### src/rtl/qe_pkg.sv
package qe_pkg;
  typedef struct packed {
    logic a;
    logic b;
  } qe_ab_t;

  typedef enum logic [1:0] {
    STEP_NONE = 2'd0,
    STEP_UP   = 2'd1,
    STEP_DN   = 2'd2,
    STEP_BAD  = 2'd3
  } qe_step_e;
endpackage

### src/rtl/qe_sync.sv
module qe_sync #(
  parameter int W = 4,
  parameter int STAGES = 2,
  parameter logic [W-1:0] RST_VAL = '0
) (
  input  logic         clk,
  input  logic         rst_n,
  input  logic [W-1:0] d,
  output logic [W-1:0] q
);
  logic [W-1:0] stage [STAGES];

  for (genvar s = 0; s < STAGES; s++) begin : g_stage
    if (s == 0) begin : g_first
      always_ff @(posedge clk or negedge rst_n) begin
        if (!rst_n) stage[s] <= RST_VAL;
        else        stage[s] <= d;
      end
    end else begin : g_next
      always_ff @(posedge clk or negedge rst_n) begin
        if (!rst_n) stage[s] <= RST_VAL;
        else        stage[s] <= stage[s-1];
      end
    end
  end

  assign q = stage[STAGES-1];
endmodule

### src/rtl/qe_en_reg.sv
module qe_en_reg #(
  parameter int NUM_CH = 4,
  parameter logic [NUM_CH-1:0] EN_RESET = '1
) (
  input  logic              clk,
  input  logic              rst_n,
  input  logic              wr,
  input  logic [NUM_CH-1:0] wdata,
  output logic [NUM_CH-1:0] en
);
  always_ff @(posedge clk or negedge rst_n) begin
    if (!rst_n)  en <= EN_RESET;
    else if (wr) en <= wdata;
  end

  // a write lands on the mask one edge later
  a_r9_mask_load: assert property (@(posedge clk) disable iff (!rst_n)
    wr |=> (en == $past(wdata)));
  a_r9_mask_hold: assert property (@(posedge clk) disable iff (!rst_n)
    !wr |=> $stable(en));
endmodule

### src/rtl/qe_channel.sv
module qe_channel
  import qe_pkg::*;
#(
  parameter int CNT_W = 16
) (
  input  logic             clk,
  input  logic             rst_n,
  input  logic             en,
  input  logic             clr,
  input  logic             a_p,
  input  logic             a_n,
  input  logic             b_p,
  input  logic             b_n,
  output logic [CNT_W-1:0] cnt,
  output logic             pair_fault,
  output logic             seq_fault
);
  qe_ab_t   prev_q;
  qe_step_e step;
  logic     pair_err;
  logic     a_chg, b_chg;
  logic     set_pair, set_seq;

  assign pair_err = (a_p ~^ a_n) | (b_p ~^ b_n);
  assign a_chg    = a_p ^ prev_q.a;
  assign b_chg    = b_p ^ prev_q.b;

  always_comb begin
    if (!a_chg && !b_chg)      step = STEP_NONE;
    else if (a_chg && b_chg)   step = STEP_BAD;
    else if (a_p ^ prev_q.b)   step = STEP_UP;
    else                       step = STEP_DN;
  end

  assign set_pair = en && pair_err;
  assign set_seq  = en && !pair_err && (step == STEP_BAD);

  // previous phase state follows the inputs even while disabled
  always_ff @(posedge clk or negedge rst_n) begin
    if (!rst_n) prev_q <= '0;
    else        prev_q <= '{a: a_p, b: b_p};
  end

  always_ff @(posedge clk or negedge rst_n) begin
    if (!rst_n) begin
      cnt <= '0;
    end else if (en && !pair_err) begin
      case (step)
        STEP_UP: cnt <= cnt + CNT_W'(1);
        STEP_DN: cnt <= cnt - CNT_W'(1);
        default: cnt <= cnt;
      endcase
    end
  end

  always_ff @(posedge clk or negedge rst_n) begin
    if (!rst_n) begin
      pair_fault <= 1'b0;
      seq_fault  <= 1'b0;
    end else begin
      pair_fault <= set_pair | (pair_fault & ~clr);
      seq_fault  <= set_seq  | (seq_fault  & ~clr);
    end
  end

  // disabled channel keeps its count and faults
  a_r10_disabled_hold: assert property (@(posedge clk) disable iff (!rst_n)
    !en |=> ($stable(cnt) && (clr || ($stable(pair_fault) && $stable(seq_fault)))));
  // a broken pair freezes the count and raises the fault
  a_r7_pair_hold: assert property (@(posedge clk) disable iff (!rst_n)
    (en && pair_err) |=> ($stable(cnt) && pair_fault));
  // both phases changing freezes the count and raises the fault
  a_r6_double_step: assert property (@(posedge clk) disable iff (!rst_n)
    (en && !pair_err && a_chg && b_chg) |=> ($stable(cnt) && seq_fault));
  // clear without a new fault empties both sticky bits
  a_r8_clear: assert property (@(posedge clk) disable iff (!rst_n)
    (clr && !pair_err && !(a_chg && b_chg)) |=> (!pair_fault && !seq_fault));
  // the count never moves by more than one per cycle
  a_r3_unit_step: assert property (@(posedge clk) disable iff (!rst_n)
    1'b1 |=> ((cnt == $past(cnt)) || (cnt == $past(cnt) + CNT_W'(1))
              || (cnt == $past(cnt) - CNT_W'(1))));
endmodule

### src/rtl/quad_enc_bank.sv
module quad_enc_bank #(
  parameter int NUM_CH = 4,
  parameter int CNT_W = 16,
  parameter int SYNC_STAGES = 2,
  parameter logic [NUM_CH-1:0] EN_RESET = '1
) (
  input  logic                    clk,
  input  logic                    rst_n,
  input  logic [NUM_CH-1:0]       enc_a_p,
  input  logic [NUM_CH-1:0]       enc_a_n,
  input  logic [NUM_CH-1:0]       enc_b_p,
  input  logic [NUM_CH-1:0]       enc_b_n,
  input  logic                    en_wr,
  input  logic [NUM_CH-1:0]       en_wdata,
  input  logic                    fault_clr,
  output logic [NUM_CH-1:0]       chan_en,
  output logic [NUM_CH*CNT_W-1:0] count,
  output logic [NUM_CH-1:0]       pair_fault,
  output logic [NUM_CH-1:0]       seq_fault
);
  localparam int SW = 4 * NUM_CH;
  // idle lines: positive low, negative high, so the pairs start valid
  localparam logic [SW-1:0] SYNC_RST = {{NUM_CH{1'b1}}, {NUM_CH{1'b0}},
                                        {NUM_CH{1'b1}}, {NUM_CH{1'b0}}};

  logic [SW-1:0]     raw, synced;
  logic [NUM_CH-1:0] s_a_p, s_a_n, s_b_p, s_b_n;

  assign raw = {enc_b_n, enc_b_p, enc_a_n, enc_a_p};

  qe_sync #(.W(SW), .STAGES(SYNC_STAGES), .RST_VAL(SYNC_RST)) u_sync (
    .clk(clk), .rst_n(rst_n), .d(raw), .q(synced)
  );

  assign {s_b_n, s_b_p, s_a_n, s_a_p} = synced;

  qe_en_reg #(.NUM_CH(NUM_CH), .EN_RESET(EN_RESET)) u_en (
    .clk(clk), .rst_n(rst_n), .wr(en_wr), .wdata(en_wdata), .en(chan_en)
  );

  for (genvar i = 0; i < NUM_CH; i++) begin : g_ch
    qe_channel #(.CNT_W(CNT_W)) u_ch (
      .clk       (clk),
      .rst_n     (rst_n),
      .en        (chan_en[i]),
      .clr       (fault_clr),
      .a_p       (s_a_p[i]),
      .a_n       (s_a_n[i]),
      .b_p       (s_b_p[i]),
      .b_n       (s_b_n[i]),
      .cnt       (count[CNT_W*i +: CNT_W]),
      .pair_fault(pair_fault[i]),
      .seq_fault (seq_fault[i])
    );
  end
endmodule

### config.mk
export PLATFORM = sky130hd
export DESIGN_NAME = quad_enc_bank
export DESIGN_NICKNAME = d
export VERILOG_FILES = /design/src/rtl/qe_pkg.sv /design/src/rtl/qe_sync.sv /design/src/rtl/qe_en_reg.sv /design/src/rtl/qe_channel.sv /design/src/rtl/quad_enc_bank.sv
export SDC_FILE = /design/constraint.sdc
export NUM_CORES = 1
export LEC_CHECK = 0
export BUFFER_PORTS_ARGS = -buffer_cell sky130_fd_sc_hd__buf_4
export CORE_MARGIN = 2
export CORE_UTILIZATION = 40
export DETAILED_ROUTE_END_ITERATION = 16
export SYNTH_ARGS = -nofsm -noshare
export SYNTH_HDL_FRONTEND = slang
export SYNTH_SLANG_ARGS = --single-unit
### constraint.sdc
create_clock -name clk -period 8.73 [get_ports clk]
set_input_delay 0.4365 -clock clk [delete_from_list [all_inputs] [get_ports clk]]
set_output_delay 0.4365 -clock clk [all_outputs]
set_load 0.005 [all_outputs]
After elaboration in Yosys (flattened, before gate mapping):

Index checks and enable logic that the tools add are counted.

* add/subtract/negate cells: 8
* equal/unequal tests: 12
* multiplexer cells: 16
* bitwise operators: 41
* reductions and logical operators: 40

Operator list (number)
* 16-bit case mux with 2 select lines: 4
* 16-bit by 1-bit adder with 16-bit output (second input constant): 4
* 16-bit by 1-bit subtractor with 16-bit output (second input constant): 4
* 2-bit 2-to-1 mux: 12
* 1-bit logical AND: 20
* 2-bit == test (second input constant): 8
* 1-bit logical NOT: 12
* 1-bit OR: 12
* 1-bit bitwise XOR: 12
* 1-bit AND: 8
* 2-bit by 1-bit == test with 1-bit output (second input constant): 4
* 2-bit AND reduction: 4
* 2-bit nonzero test: 4
* 1-bit bitwise XNOR: 8
* 1-bit NOT: 1

* register bits after elaboration: 116
* bits of input ports: 24
* output and inout port bits: 76
* logic and storage cells: 140

Logic depth before layout (Yosys ltp):

* depth after elaboration: 7
* mapped depth: 14
* mapped depth without buffers: 13

By module:

A second synthesis with hierarchy kept.

* cells, all modules: 624
* area, all modules: 6566.3 um^2

By module, submodules not included
* qe_channel at g_ch[0].u_ch ...: times used 2, cells each 156, area an instance 1482.7 um^2
* qe_channel at g_ch[2].u_ch ...: times used 2, cells each 128, area an instance 1255.0 um^2
* qe_sync: times used 1, cells each 48, area an instance 940.9 um^2
* qe_en_reg: times used 1, cells each 8, area an instance 150.1 um^2

Worst setup path before layout:

Ideal clock, no wire load.

* kind: reg-to-reg
* from: reg u_sync.stage (netlist bit u_sync.q[0])
* to: reg g_ch[0].u_ch.cnt[10]
* library setup time: 79 ps
* arrival: 2931 ps
* data required time: 8651 ps
* path slack: 5720 ps
* cell stages (with the launch flop): 15
* buffers on the path: 1
* clock period less this slack: 3010 ps
* cells stage by stage: dfrtp_1 xor2_1 inv_1 ha_1 nor2_1 nand2_1 buf_2 xnor2_1 ha_1 nor4_1 nand2_1 a31oi_1 or3b_1 a21oi_1 xor2_1

* cells in the longest elaborated chain, start to end: 7
* elaborated cells between the ends (all ways): 17

RTL lines
* from (decl): RTL line qe_sync.sv:11 `logic [W-1:0] stage [STAGES];`
* from (signal, indexed assignment): RTL line qe_sync.sv:22 `else stage[s] <= stage[s-1];`
* 1-bit bitwise XOR (on tied branches): RTL line qe_channel.sv:31, qe_channel.sv:25
* 2-bit 2-to-1 mux, or another cell as far along: RTL line qe_channel.sv:31 `else if (a_p ^ prev_q.b) step = STEP_UP;`
* 2-bit 2-to-1 mux / 1-bit logical AND (equally long branches): RTL line qe_channel.sv:30, qe_channel.sv:29
* 2-bit 2-to-1 mux: RTL line qe_channel.sv:29 `if (!a_chg && !b_chg) step = STEP_NONE;`
* 2-bit by 1-bit == test with 1-bit output / 2-bit == test (equally long branches): RTL line qe_channel.sv:48 `case (step)`
* 2-bit nonzero test (no line)
* 2-bit AND reduction (no line)
* to (signal assigned): RTL line qe_channel.sv:49 `STEP_UP: cnt <= cnt + CNT_W'(1);`
* to (signal assigned): RTL line qe_channel.sv:50 `STEP_DN: cnt <= cnt - CNT_W'(1);`
* to (signal assigned): RTL line qe_channel.sv:51 `default: cnt <= cnt;`
* to (decl): RTL line qe_channel.sv:14 `output logic [CNT_W-1:0] cnt,`

Parallel ways exist; a longest one is shown, timed or not.
A chain may end at the register's enable or synchronous reset.

Worst setup path in the final report:

Ends and elaborated chain as after synthesis.

==> metrics <==
Sw Share=36.6%; max-slew violation total from the final report=0; capturing point of the worst reg2reg path=g_ch[0].u_ch.cnt[10]; First DRT Iteration DRCs=374; number of top-level pins=100; fraction of power consumed by the clock network=28.3%; number of clock buffers inserted by TritonCTS=17; CP top delay family=simple AND/OR/NAND/NOR gates; power density over cell area=about 310 mW/mm2; result of the run=completed; height of the chip=129 um; Post-CTS Resized=0; Final Routed Wirelength=14400 um; TritonCTS clock tree=yes; total setup buffers inserted after CTS=0; FF-to-FF path depth=13; clock latency at the later pin of the worst-skew pair=410 ps; count leader, synth=dfrtp_1; count of final setup violators=0; part of the total power dissipated in sequential elements=41.8%; number of buffers inserted by hold repair at cts=0; worst IR drop on VDD=approximately 0.00015 V; delay contributed by the slowest stage of the critical path=470 ps; transition time at the pin with the least slew margin=1110 ps; top cell type by total area after synthesis=dfrtp_1; worst slack at placement=between 5000 and 6000 ps; Die ar.=0.0167 mm2; instance count of the mapped netlist=roughly 640; area added between synthesis and finish=21.9%; Tot GR Track Use=roughly 18%; hold violation count in the final report=0; path type of the worst min-delay path=primary input to asynchronous set/reset pin; worst setup margin=roughly 5300 ps; Seq/Total Area, Yosys=46.6%; count of H-tree levels built during CTS=4; Tmin final=3460 ps; critical register-to-register path startpoint=u_sync.q[0]; post-layout instance area=0.00766 mm2; CP Data Arrival Time=3800 ps; distinct cell type count of the synthesized netlist=56; vias after detailed routing=5131; HPWL after detailed placement=approximately 9900 um; number of warnings reported in the yosys synthesis log=0; first drt pass iteration count=6; count of buffer and inverter cells on the critical path=1; maximum number of pins on one net before global-route repair=74; total negative setup slack=0 ps; clock sink count=~120; cell area after technology mapping=between 0.006 and 0.007 mm2; Slowest cell on crit path=dfrtp_1; cells along the critical path=xor2_1, inv_1, ha_1, nor2_1, nand2_1, xnor2_1, ha_1, nor4_1, nand2_1, a31oi_1, or3b_1, a21oi_1, xor2_1; number of nets still failing antenna checks after routing=0; via count of the first global-routing pass=~4900; logic gate share of total power=between 20% and 30%; root cell of the clock tree=clkbuf_16; RSZ-0062 raised after global routing=no; Min Hold Slack=15.0 ps; main flop type after synthesis=dfrtp_1; antenna fix cells=0; Port Buffers=99; most numerous cell types in the synthesized netlist=96 x dfrtp_1, 56 x nand2_1, 56 x nor2_1; number of synthesized register bits=116; worst-case clock skew=6.64 ps; Post-synth EDFFs=0; Synth Area per Inst=9.79 um2; DIE WIDTH=129 um; maximum clock path buffer count=2; placed instance area=roughly 0.0071 mm2; Cell Int Power=roughly 1.5 mW; static power due to leakage=3.34 nW; grt total ovfl=0; Core Box Area=0.0153 mm2; starting utilization of the core area=41.2%; kind of critical path=register to register; DRC=0; area share of the leading cell type in the synthesized netlist=38.2%; drt wl/cell=15.2 um; Max Freq=0.289 GHz; max-slew headroom at the worst pin=25.3%; CTS clk-pin slew, worst paths=approximately 50 ps; synthesized net count=678; CP required=roughly 9100 ps; DR vias/cell=roughly 5.4; number of max-cap violations=0; startpoint type of the worst setup path=register; fraction of final layout cells with drive strength greater than 1=23.3%; Final #Nets=754; Max Fanout on Critical Path=14; nature of the critical path endpoint=register; Placement Rows=45; net switching power of the design=0.861 mW; final critical-path share of the clock period=39.6%; number of antenna violations at the first check in global routing=0; global-route wire length before repair=between 20000 and 25000 um; biggest area contributors in the synthesized netlist=dfrtp_1 38%, dfstp_2 8.4%, xor2_1 6.7%; R2R Setup Slk=approximately 5300 ps; RD Place Congestion=0.876; async set-or-reset flop fraction in the synthesized netlist=100%
stage by stage:
step | power [mW] | util [%] | instances
after floorplan | 1.35 | - | 642
after global placement | 1.67 | 46.4 | 910
after detailed placement | 1.68 | 46.4 | 910
after CTS | 2.37 | 50.2 | 942
after global routing | 2.52 | 50.2 | 942
final | 2.35 | 50.2 | 942
per-layer routing:
layer / vias to the layer above / part of all wire (%) / GRT usage (%)
li1: 2432 / - / -
met1: 2499 / 46 / 24.9
met2: 182 / 45 / 26.2
met3: 18 / 6.9 / 6.15
met4: 0 / 1.6 / 7.93
met5: - / 0 / 0
logic make-up (layout without fill, tap and decap cells):
family | Yosys count | after routing | share of synthesized area, %
and+or+nand+nor | 269 | 269 | 22.7
muxes | 19 | 19 | 3.11
DFF | 116 | 116 | 46.6
xor gates and xnor gates | 88 | 88 | 12.4
AOI/OAI and AO/OA | 81 | 81 | 8.58
adders and majority gates | 12 | 12 | 2.39
buffers and inverters | 57 | 146 | 4.24
worst max path at each step:
stage,startpoint,to,slack [ps],depth (start not counted)
after floorplan,u_sync.q[0],g_ch[0].u_ch.cnt[10],5720,14
after global placement,u_sync.q[1],g_ch[1].u_ch.cnt[10],5460,13
after detailed placement,u_sync.q[0],g_ch[0].u_ch.cnt[10],5330,13
after CTS,u_sync.q[0],g_ch[0].u_ch.cnt[10],5310,13
after global routing,u_sync.q[0],g_ch[0].u_ch.cnt[10],4870,13
final,u_sync.q[0],g_ch[0].u_ch.cnt[10],5270,13
final cells by class:
| class | count | area (um2) |
|---|---|---|
| clock buffers | 23 | 498 |
| clock inverters | 9 | 77.6 |
| fillers | 1389 | 7600 |
| inverters | 14 | 52.6 |
| multi-input cells | 469 | 3090 |
| flip-flops and latches | 116 | 2930 |
| well taps | 211 | 264 |
| repair buffers | 100 | 751 |
state kept, by name, summed over array words and instances, names as in the netlist:
register / cells
u_sync.q: 16
g_ch.u_ch.cnt: 64
g_ch.u_ch.seq_fault: 4
g_ch.u_ch.pair_fault: 4
u_en.en: 4
g_ch.u_ch.prev_q: 8
u_sync.stage: 16
cell usage in the layout (no fill, tap or decap), types with 15 or more instances in the layout:
master and n:
a21oi_1 28, buf_4 100, clkbuf_16 17, dfrtp_1 96
dfstp_2 20, mux2i_1 15, nand2_1 56, nand3_1 24
nand4_1 17, nor2_1 56, nor3_1 30, nor4_1 16
or3_1 20, xnor2_1 39, xor2_1 48
power groups by stage:
stage,clock [mW],sequential (mW),combinational [mW]
after CTS,0.684,0.975,0.707
after global routing,0.712,1.02,0.788
after floorplan,0,0.856,0.491
after detailed placement,0,0.981,0.702
after global placement,0,0.977,0.693
final,0.665,0.982,0.703
(Power assumes the default switching activity.)
